<file path="config.mk">
export PLATFORM = sky130hd
export DESIGN_NAME = ring_wptr_mgr
export DESIGN_NICKNAME = d
export VERILOG_FILES = /design/src/rtl/ring_wptr_pkg.sv /design/src/rtl/ring_wptr_fsm.sv /design/src/rtl/ring_wptr_ptr.sv /design/src/rtl/ring_wptr_irq.sv /design/src/rtl/ring_wptr_mgr.sv
export SDC_FILE = /design/constraint.sdc
export NUM_CORES = 1
export LEC_CHECK = 0
export BUFFER_PORTS_ARGS = -buffer_cell sky130_fd_sc_hd__buf_4
export CAP_MARGIN = 20
export CORE_AREA = 2 2 116 118
export CTS_BUF_LIST = sky130_fd_sc_hd__clkbuf_2 sky130_fd_sc_hd__clkbuf_4 sky130_fd_sc_hd__clkbuf_8
export CTS_CLUSTER_DIAMETER = 30
export DETAILED_ROUTE_END_ITERATION = 6
export DIE_AREA = 0 0 118 120
export PLACE_DENSITY = 0.69
export SLEW_MARGIN = 25
export SYNTH_ARGS = -nofsm -noshare
export SYNTH_HDL_FRONTEND = slang
export SYNTH_HIERARCHICAL = 1
export SYNTH_SLANG_ARGS = --single-unit
</file>
<file path="constraint.sdc">
create_clock -name clk -period 4.7 [get_ports clk]
set_clock_uncertainty 0.1 [all_clocks]
set_input_delay 0.235 -clock clk [delete_from_list [all_inputs] [get_ports clk]]
set_output_delay 0.235 -clock clk [all_outputs]
set_load 0.01 [all_outputs]
</file>
<file path="src/rtl/ring_wptr_pkg.sv">
package ring_wptr_pkg;

    typedef enum logic [1:0] {
        ST_IDLE  = 2'd0,
        ST_REQ   = 2'd1,
        ST_BUSY  = 2'd2,
        ST_DRAIN = 2'd3
    } wp_state_e;

endpackage

</file>
<file path="src/rtl/ring_wptr_fsm.sv">
module ring_wptr_fsm
    import ring_wptr_pkg::*;
(
    input  logic      clk,
    input  logic      rst_n,
    input  logic      can_start_i,
    input  logic      init_i,
    input  logic      grant_i,
    input  logic      done_i,
    output wp_state_e state_o,
    output logic      req_o,
    output logic      busy_o,
    output logic      adv_o
);

    wp_state_e state_q;
    wp_state_e state_d;

    // next-state logic
    always_comb begin
        state_d = state_q;
        unique case (state_q)
            ST_IDLE: begin
                if (can_start_i) state_d = ST_REQ;
            end
            ST_REQ: begin
                if (!can_start_i)  state_d = ST_IDLE;
                else if (grant_i)  state_d = ST_BUSY;
            end
            ST_BUSY: begin
                if (done_i)        state_d = ST_IDLE;
                else if (init_i)   state_d = ST_DRAIN;
            end
            ST_DRAIN: begin
                if (done_i)        state_d = ST_IDLE;
            end
            default: state_d = ST_IDLE;
        endcase
    end

    // state register
    always_ff @(posedge clk) begin
        if (!rst_n) state_q <= ST_IDLE;
        else        state_q <= state_d;
    end

    // outputs
    always_comb begin
        req_o  = 1'b0;
        busy_o = 1'b0;
        adv_o  = 1'b0;
        unique case (state_q)
            ST_IDLE:  ;
            ST_REQ:   req_o = can_start_i;
            ST_BUSY: begin
                busy_o = 1'b1;
                adv_o  = done_i && !init_i;
            end
            ST_DRAIN: busy_o = 1'b1;
            default:  ;
        endcase
    end

    assign state_o = state_q;

endmodule

</file>
<file path="src/rtl/ring_wptr_ptr.sv">
module ring_wptr_ptr #(
    parameter int PW  = 29,
    parameter int BW  = 25,
    parameter int SUB = 4
) (
    input  logic          clk,
    input  logic          rst_n,
    input  logic          init_i,
    input  logic          adv_i,
    input  logic [BW-1:0] start_blk_i,
    input  logic [BW-1:0] end_blk_i,
    output logic [PW-1:0] ptr_o,
    output logic [PW-1:0] ptr_nxt_o,
    output logic          load_o
);

    localparam logic [PW-1:0] STEP = {{(PW-1){1'b0}}, 1'b1} << SUB;

    logic [PW-1:0] ptr_q;
    logic [PW-1:0] start_w;
    logic [PW-1:0] end_w;
    logic [PW-1:0] sum;

    assign start_w = {start_blk_i, {SUB{1'b0}}};
    assign end_w   = {end_blk_i, {SUB{1'b0}}};
    assign sum     = ptr_q + STEP;

    always_comb begin
        if (init_i)            ptr_nxt_o = start_w;
        else if (sum == end_w) ptr_nxt_o = start_w;
        else                   ptr_nxt_o = sum;
    end

    assign load_o = init_i || adv_i;

    always_ff @(posedge clk) begin
        if (!rst_n)      ptr_q <= '0;
        else if (load_o) ptr_q <= ptr_nxt_o;
    end

    assign ptr_o = ptr_q;

endmodule

</file>
<file path="src/rtl/ring_wptr_irq.sv">
module ring_wptr_irq #(
    parameter int PW = 29
) (
    input  logic          clk,
    input  logic          rst_n,
    input  logic          load_i,
    input  logic [PW-1:0] nxt_i,
    input  logic [PW-1:0] thr_i,
    input  logic          en_i,
    input  logic          clr_i,
    input  logic          master_i,
    output logic          pend_o,
    output logic          irq_o
);

    logic pend_q;
    logic hit;

    assign hit = load_i && en_i && (nxt_i == thr_i);

    // a new hit wins over a simultaneous clear
    always_ff @(posedge clk) begin
        if (!rst_n)     pend_q <= 1'b0;
        else if (hit)   pend_q <= 1'b1;
        else if (clr_i) pend_q <= 1'b0;
    end

    assign pend_o = pend_q;
    assign irq_o  = pend_q && master_i;

endmodule

</file>
<file path="src/rtl/ring_wptr_mgr.sv">
module ring_wptr_mgr
    import ring_wptr_pkg::*;
#(
    parameter int ADDR_W    = 32,
    parameter int BLK_SHIFT = 7,
    parameter int WRD_SHIFT = 3,
    parameter int FILL_W    = 8,
    parameter int PW        = ADDR_W - WRD_SHIFT,
    parameter int BW        = ADDR_W - BLK_SHIFT
) (
    input  logic              clk,
    input  logic              rst_n,
    input  logic              stream_en_i,
    input  logic              dma_en_i,
    input  logic              dma_err_i,
    input  logic              init_i,
    input  logic [FILL_W-1:0] fill_i,
    input  logic [BW-1:0]     start_blk_i,
    input  logic [BW-1:0]     end_blk_i,
    input  logic [BW-1:0]     limit_blk_i,
    input  logic [PW-1:0]     irq_thr_i,
    input  logic              irq_en_i,
    input  logic              irq_clr_i,
    input  logic              irq_master_i,
    input  logic              burst_grant_i,
    input  logic              burst_done_i,
    output logic              burst_req_o,
    output logic [BW-1:0]     burst_addr_o,
    output logic [PW-1:0]     ptr_o,
    output logic              busy_o,
    output logic              flush_o,
    output logic              irq_o
);

    localparam int SUB   = BLK_SHIFT - WRD_SHIFT;
    localparam int BEATS = 1 << SUB;
    localparam logic [FILL_W-1:0] BEATS_F = FILL_W'(BEATS);

    wp_state_e     state;
    logic          can_start;
    logic          adv;
    logic          load;
    logic          pend_q;
    logic [PW-1:0] ptr_q;
    logic [PW-1:0] ptr_nxt;
    logic [PW-1:0] limit_w;

    assign limit_w   = {limit_blk_i, {SUB{1'b0}}};
    assign can_start = stream_en_i && dma_en_i && !dma_err_i && !init_i
                       && (fill_i >= BEATS_F) && (ptr_q != limit_w);

    ring_wptr_fsm u_fsm (
        .clk         (clk),
        .rst_n       (rst_n),
        .can_start_i (can_start),
        .init_i      (init_i),
        .grant_i     (burst_grant_i),
        .done_i      (burst_done_i),
        .state_o     (state),
        .req_o       (burst_req_o),
        .busy_o      (busy_o),
        .adv_o       (adv)
    );

    ring_wptr_ptr #(.PW(PW), .BW(BW), .SUB(SUB)) u_ptr (
        .clk         (clk),
        .rst_n       (rst_n),
        .init_i      (init_i),
        .adv_i       (adv),
        .start_blk_i (start_blk_i),
        .end_blk_i   (end_blk_i),
        .ptr_o       (ptr_q),
        .ptr_nxt_o   (ptr_nxt),
        .load_o      (load)
    );

    ring_wptr_irq #(.PW(PW)) u_irq (
        .clk      (clk),
        .rst_n    (rst_n),
        .load_i   (load),
        .nxt_i    (ptr_nxt),
        .thr_i    (irq_thr_i),
        .en_i     (irq_en_i),
        .clr_i    (irq_clr_i),
        .master_i (irq_master_i),
        .pend_o   (pend_q),
        .irq_o    (irq_o)
    );

    assign ptr_o        = ptr_q;
    assign burst_addr_o = ptr_q[PW-1:SUB];
    assign flush_o      = init_i;

endmodule

</file>
==> run_results.csv <==
group,metric,value,unit
yosys,synth.avg_cell_area,7.69,um2
finish,cell_count_final_fillers_out,893,
sta,finalSetupViolations,0,
status,outcome,"completed",
setup_path,reg2reg_depth,14,
sta,grt_setup_unrepaired,"false",
drt,route.detailed.vias_per_inst,5.56,
pwr,p_clk_share,25.0,%
floorplanning,floorplan.core_area,13000,um2
floorplanning,floorplan.die.height,120,um
finish,fillerInstances,1301,
setup_path,timing.critical_path.buf_inv,1,
finish,area_growth_synth_to_finish,32.8,%
cts,clock-sinks,32,
pwr,power-per-cell-area,169,nW/um2
setup_path,path_max_fanout,25,
yosys,yosys.area_share.xor_xnor,22.3,%
floorplanning,row_count,42,
finish,drive_above_1_share,35.1,%
setup_path,crit_path_kind,"flip-flop to flip-flop",
floorplanning,boundaryPins,181,
drt,remaining_drc_errors,0,
setup_path,path_depth,14,
placed_design,dp_hpwl,13500,um
sta,finalCriticalPeriod,4430,ps
finish,final_cell_mix,"sky130_fd_sc_hd__buf_4 (208), sky130_fd_sc_hd__xnor2_1 (60), sky130_fd_sc_hd__nor2_1 (58), sky130_fd_sc_hd__xor2_1 (39), sky130_fd_sc_hd__nand2_1 (36)",
cts,cts_tree,"done",
yosys,yosysWarningCount,6,
drt,total_wirelength,17100,um
sta,timing.max_slew.rel_slack,46.4,%
setup_path,ff2ff_setup_slack,270,ps
yosys,postSynthNetCount,695,
yosys,ys_seq_area_share,14.6,%
finish,design.final.nets,840,
setup_path,ordered_list_of_cells_on_the_worst_path,"ha_1 > and3_1 > nand4_1 > o21ai_1 > nand4_1 > a2111oi_4 > nand4_4 > and2_1 > buf_4 > a21oi_1 > xnor2_1 > nand4_1 > or4_1 > o21ai_1",
pwr,p_switching,0.000352,W
setup_path,critical_path_arrival,4560,ps
finish,final_common_cell,"sky130_fd_sc_hd__buf_4",
setup_path,reg2reg_to,"u_irq/pend_o",
yosys,synth_compound_area_share,18.8,%
yosys,post_synth_num_cell_types,65,
cts,number_of_buffers_on_the_longest_clock_path,2,
pwr,seqPwrFrac,31.9,%
yosys,synth_top_flop_cell,"sky130_fd_sc_hd__dfxtp_1",
yosys,synth_enable_flop_cells,0,
sta,layout_worst_path_cycle_share,94.3,%
setup_path,critPathCapture,"u_irq/pend_o",
sta,max_clock_freq,226,MHz
global_route,pin_count_of_the_biggest_net_entering_global_routing,37,
yosys,postSynth.asyncResetShare,0,%
drt,drt_iter0_drc,570,
cts,clkLatencyLatePin,290,ps
sta,final-max-slew-violation-count,0,
placed_design,gp_congestion,0.990,
setup_path,timing.critical_path.slowest_stage_cell,"sky130_fd_sc_hd__and3_1",
finish,design_area,5830,um2
yosys,synthCells,571,
cts,cts_inserted_buffers,5,
setup_path,critPathLaunchType,"flip-flop",
setup_path,worstPathRequired,4830,ps
floorplanning,die-width,118,um
sta,max_slew.worst_pin.slew,802,ps
setup_path,worstSetupEndpointType,"flip-flop",
setup_path,worst_path_dominant_cell_family,"simple AND/OR/NAND/NOR gates",
drt,post_drt_wl_per_cell,19.1,um
yosys,combinational_family_with_the_most_area_after_synthesis,"simple AND/OR/NAND/NOR gates",
cts,cts_hold_buffers,0,
pwr,power.combinational.fraction,43.1,%
placed_design,port_buffers,176,
setup_path,worst_path_most_repeated_cell,"sky130_fd_sc_hd__nand4_1",
setup_path,worst_setup_path_startpoint,"u_ptr/ptr_o[4]",
sta,hold_violations,0,
global_route,gr-total-overflow,0,
job,maxCapViolations,0,
cts,cts_resized,0,
pwr,max-vdd-ir-drop,99.1,uV
sta,tns,0,ps
global_route,number_of_antenna_violations_at_the_first_check_in_global_routing,0,
pwr,swShare,35.8,%
yosys,synth_seq_cells,32,
cts,cts.repair_timing.setup_buffer_count,0,
drt,firstDrtPassIters,5,
pwr,power.leakage,2.39,nW
floorplanning,initial_core_utilization,33.8,%
cts,clk_root_buffer_cell,"sky130_fd_sc_hd__clkbuf_8",
drt,ant_nets,0,
yosys,synth.area.mux_share,1.23,%
yosys,synth_fa_ha_area_share,0.285,%
drt,via_count,4962,
setup_path,timing.critical_path.slowest_cell_delay,590,ps
global_route,first_pass_grt_wire_length,26000,um
finish,multi_input_area,3270,um2
cts,worst_setup_hold_path_clk_slew,70,ps
placed_design,dpl.cell_count,885,
global_route,grtUsageTotal,23.4,%
finish,fin_util,44.9,%
placed_design,place_area,5730,um2
finish,antenna_diodes,0,
finish,sequential_cell_area,641,um2
pwr,p_int,0.000631,W
yosys,syn-cell-area,4390,um2
setup_path,worst_r2r_startpoint,"u_ptr/ptr_o[4]",
worst_hold_path,timing.hold.worst.class,"input port to flip-flop",
floorplanning,die_area,14200,um2
yosys,simple_gate_share_of_the_synthesized_area,31.7,%
cts,clock_tree.htree_level_count,2,
global_route,grt_pass1_vias,4522,
[cell type report]
class	count	share of cell area [%]
clock buffer	8	1.67
sequential	32	11.0
tap	176	3.78
inverter	10	0.644
multi-input combinational	459	56.1
timing repair buffer	208	26.8
[worst min path at each step]
stage	depth (start not counted)	endpoint	startpoint
after floorplan	1	u_fsm/state_o[1]	rst_n
after global placement	2	u_irq/pend_o	u_irq/pend_o
after detailed placement	2	u_irq/pend_o	u_irq/pend_o
after CTS	3	u_fsm/state_o[1]	burst_grant_i
after global routing	3	u_irq/pend_o	irq_clr_i
final	3	u_fsm/state_o[1]	burst_grant_i
[sequential cells by signal (all words and copies together), names as in the netlist]
| signal | count |
|---|---|
| u_ptr/ptr_o | 29 |
| u_irq/pend_o | 1 |
| u_fsm/state_o | 2 |
[metrics by stage]
step	hold WS (ps)	setup slack, ps	power (W)
final	109	269	0.000983
after global placement	365	456	0.000736
after global routing	118	45.2	0.00103
after floorplan	263	625	0.000554
after CTS	104	338	0.000982
after detailed placement	374	372	0.000739
[power groups by stage]
stage / Clock, W / Combinational [W] / Sequential (W)
final: 0.000245 / 0.000424 / 0.000314
after global routing: 0.000261 / 0.000451 / 0.000317
after CTS: 0.000247 / 0.000421 / 0.000313
after detailed placement: 0 / 0.000419 / 0.000319
after global placement: 0 / 0.000416 / 0.000320
after floorplan: 0 / 0.000237 / 0.000317
[kinds of logic (layout without fill, tap and decap cells)]
family / count (synthesis) / after routing
AO/OA/AOI/OAI: 118 / 118
XOR/XNOR: 104 / 104
adder cells (fa/ha/maj): 1 / 1
buffers and inverters: 80 / 226
flip-flops: 32 / 32
multiplexers: 5 / 5
AND/OR/NAND/NOR: 231 / 231
[synth_stat cells (2+ instances only)]
| master | instances | area [um2] |
|---|---|---|
| sky130_fd_sc_hd__nor4_2 | 4 | 50.1 |
| sky130_fd_sc_hd__a31o_2 | 3 | 26.3 |
| sky130_fd_sc_hd__xnor2_1 | 60 | 526 |
| sky130_fd_sc_hd__nand3_1 | 11 | 55.1 |
| sky130_fd_sc_hd__nand4_1 | 30 | 188 |
| sky130_fd_sc_hd__a311oi_1 | 2 | 17.5 |
| sky130_fd_sc_hd__nand4_4 | 5 | 106 |
| sky130_fd_sc_hd__dfxtp_1 | 32 | 641 |
| sky130_fd_sc_hd__xnor3_1 | 5 | 113 |
| sky130_fd_sc_hd__nor4_4 | 2 | 42.5 |
| sky130_fd_sc_hd__buf_2 | 18 | 90.1 |
| sky130_fd_sc_hd__o221ai_1 | 2 | 17.5 |
| sky130_fd_sc_hd__nor2_1 | 58 | 218 |
| sky130_fd_sc_hd__nand3b_1 | 2 | 15.0 |
| sky130_fd_sc_hd__inv_1 | 10 | 37.5 |
| sky130_fd_sc_hd__a2111oi_4 | 3 | 82.6 |
| sky130_fd_sc_hd__or4_1 | 6 | 45.0 |
| sky130_fd_sc_hd__nor3_2 | 3 | 30.0 |
| sky130_fd_sc_hd__mux2_1 | 2 | 22.5 |
| sky130_fd_sc_hd__a21oi_1 | 30 | 150 |
| sky130_fd_sc_hd__nor2b_1 | 5 | 31.3 |
| sky130_fd_sc_hd__and4_1 | 6 | 52.6 |
| sky130_fd_sc_hd__a211oi_1 | 5 | 37.5 |
| sky130_fd_sc_hd__o21ai_1 | 11 | 55.1 |
| sky130_fd_sc_hd__a211oi_2 | 7 | 87.6 |
| sky130_fd_sc_hd__buf_4 | 36 | 270 |
| sky130_fd_sc_hd__or3_1 | 4 | 25.0 |
| sky130_fd_sc_hd__o21ai_0 | 28 | 140 |
| sky130_fd_sc_hd__and3_1 | 21 | 131 |
| sky130_fd_sc_hd__nor4_1 | 12 | 75.1 |
| sky130_fd_sc_hd__nand2b_1 | 4 | 25.0 |
| sky130_fd_sc_hd__buf_6 | 4 | 45.0 |
| sky130_fd_sc_hd__mux2i_1 | 2 | 20.0 |
| sky130_fd_sc_hd__nor3_1 | 9 | 45.0 |
| sky130_fd_sc_hd__clkbuf_1 | 11 | 41.3 |
| sky130_fd_sc_hd__o21a_1 | 3 | 22.5 |
| sky130_fd_sc_hd__a31oi_1 | 9 | 56.3 |
| sky130_fd_sc_hd__xor2_1 | 39 | 342 |
| sky130_fd_sc_hd__and2_1 | 4 | 25.0 |
| sky130_fd_sc_hd__o2111ai_1 | 3 | 26.3 |
| sky130_fd_sc_hd__nand2_1 | 36 | 135 |
[tightest hold or removal path: cells and delay by family]
| family | cells | cell delay (ps) |
|---|---|---|
| buffers and inverters | 1 | 90 |
| and+or+nand+nor | 1 | 90 |
| AOI/OAI and AO/OA | 1 | 50 |
[metal layers]
| metal | GRT usage [%] | up-vias | wire length, um |
|---|---|---|---|
| li1 | - | 2326 | - |
| met3 | 3.09 | 30 | 1450 |
| met4 | 6.63 | 0 | 425 |
| met1 | 32.0 | 2327 | 7310 |
| met5 | 0 | - | 0 |
| met2 | 38.3 | 279 | 7900 |
No activity file was read; power rests on OpenSTA's default activity.
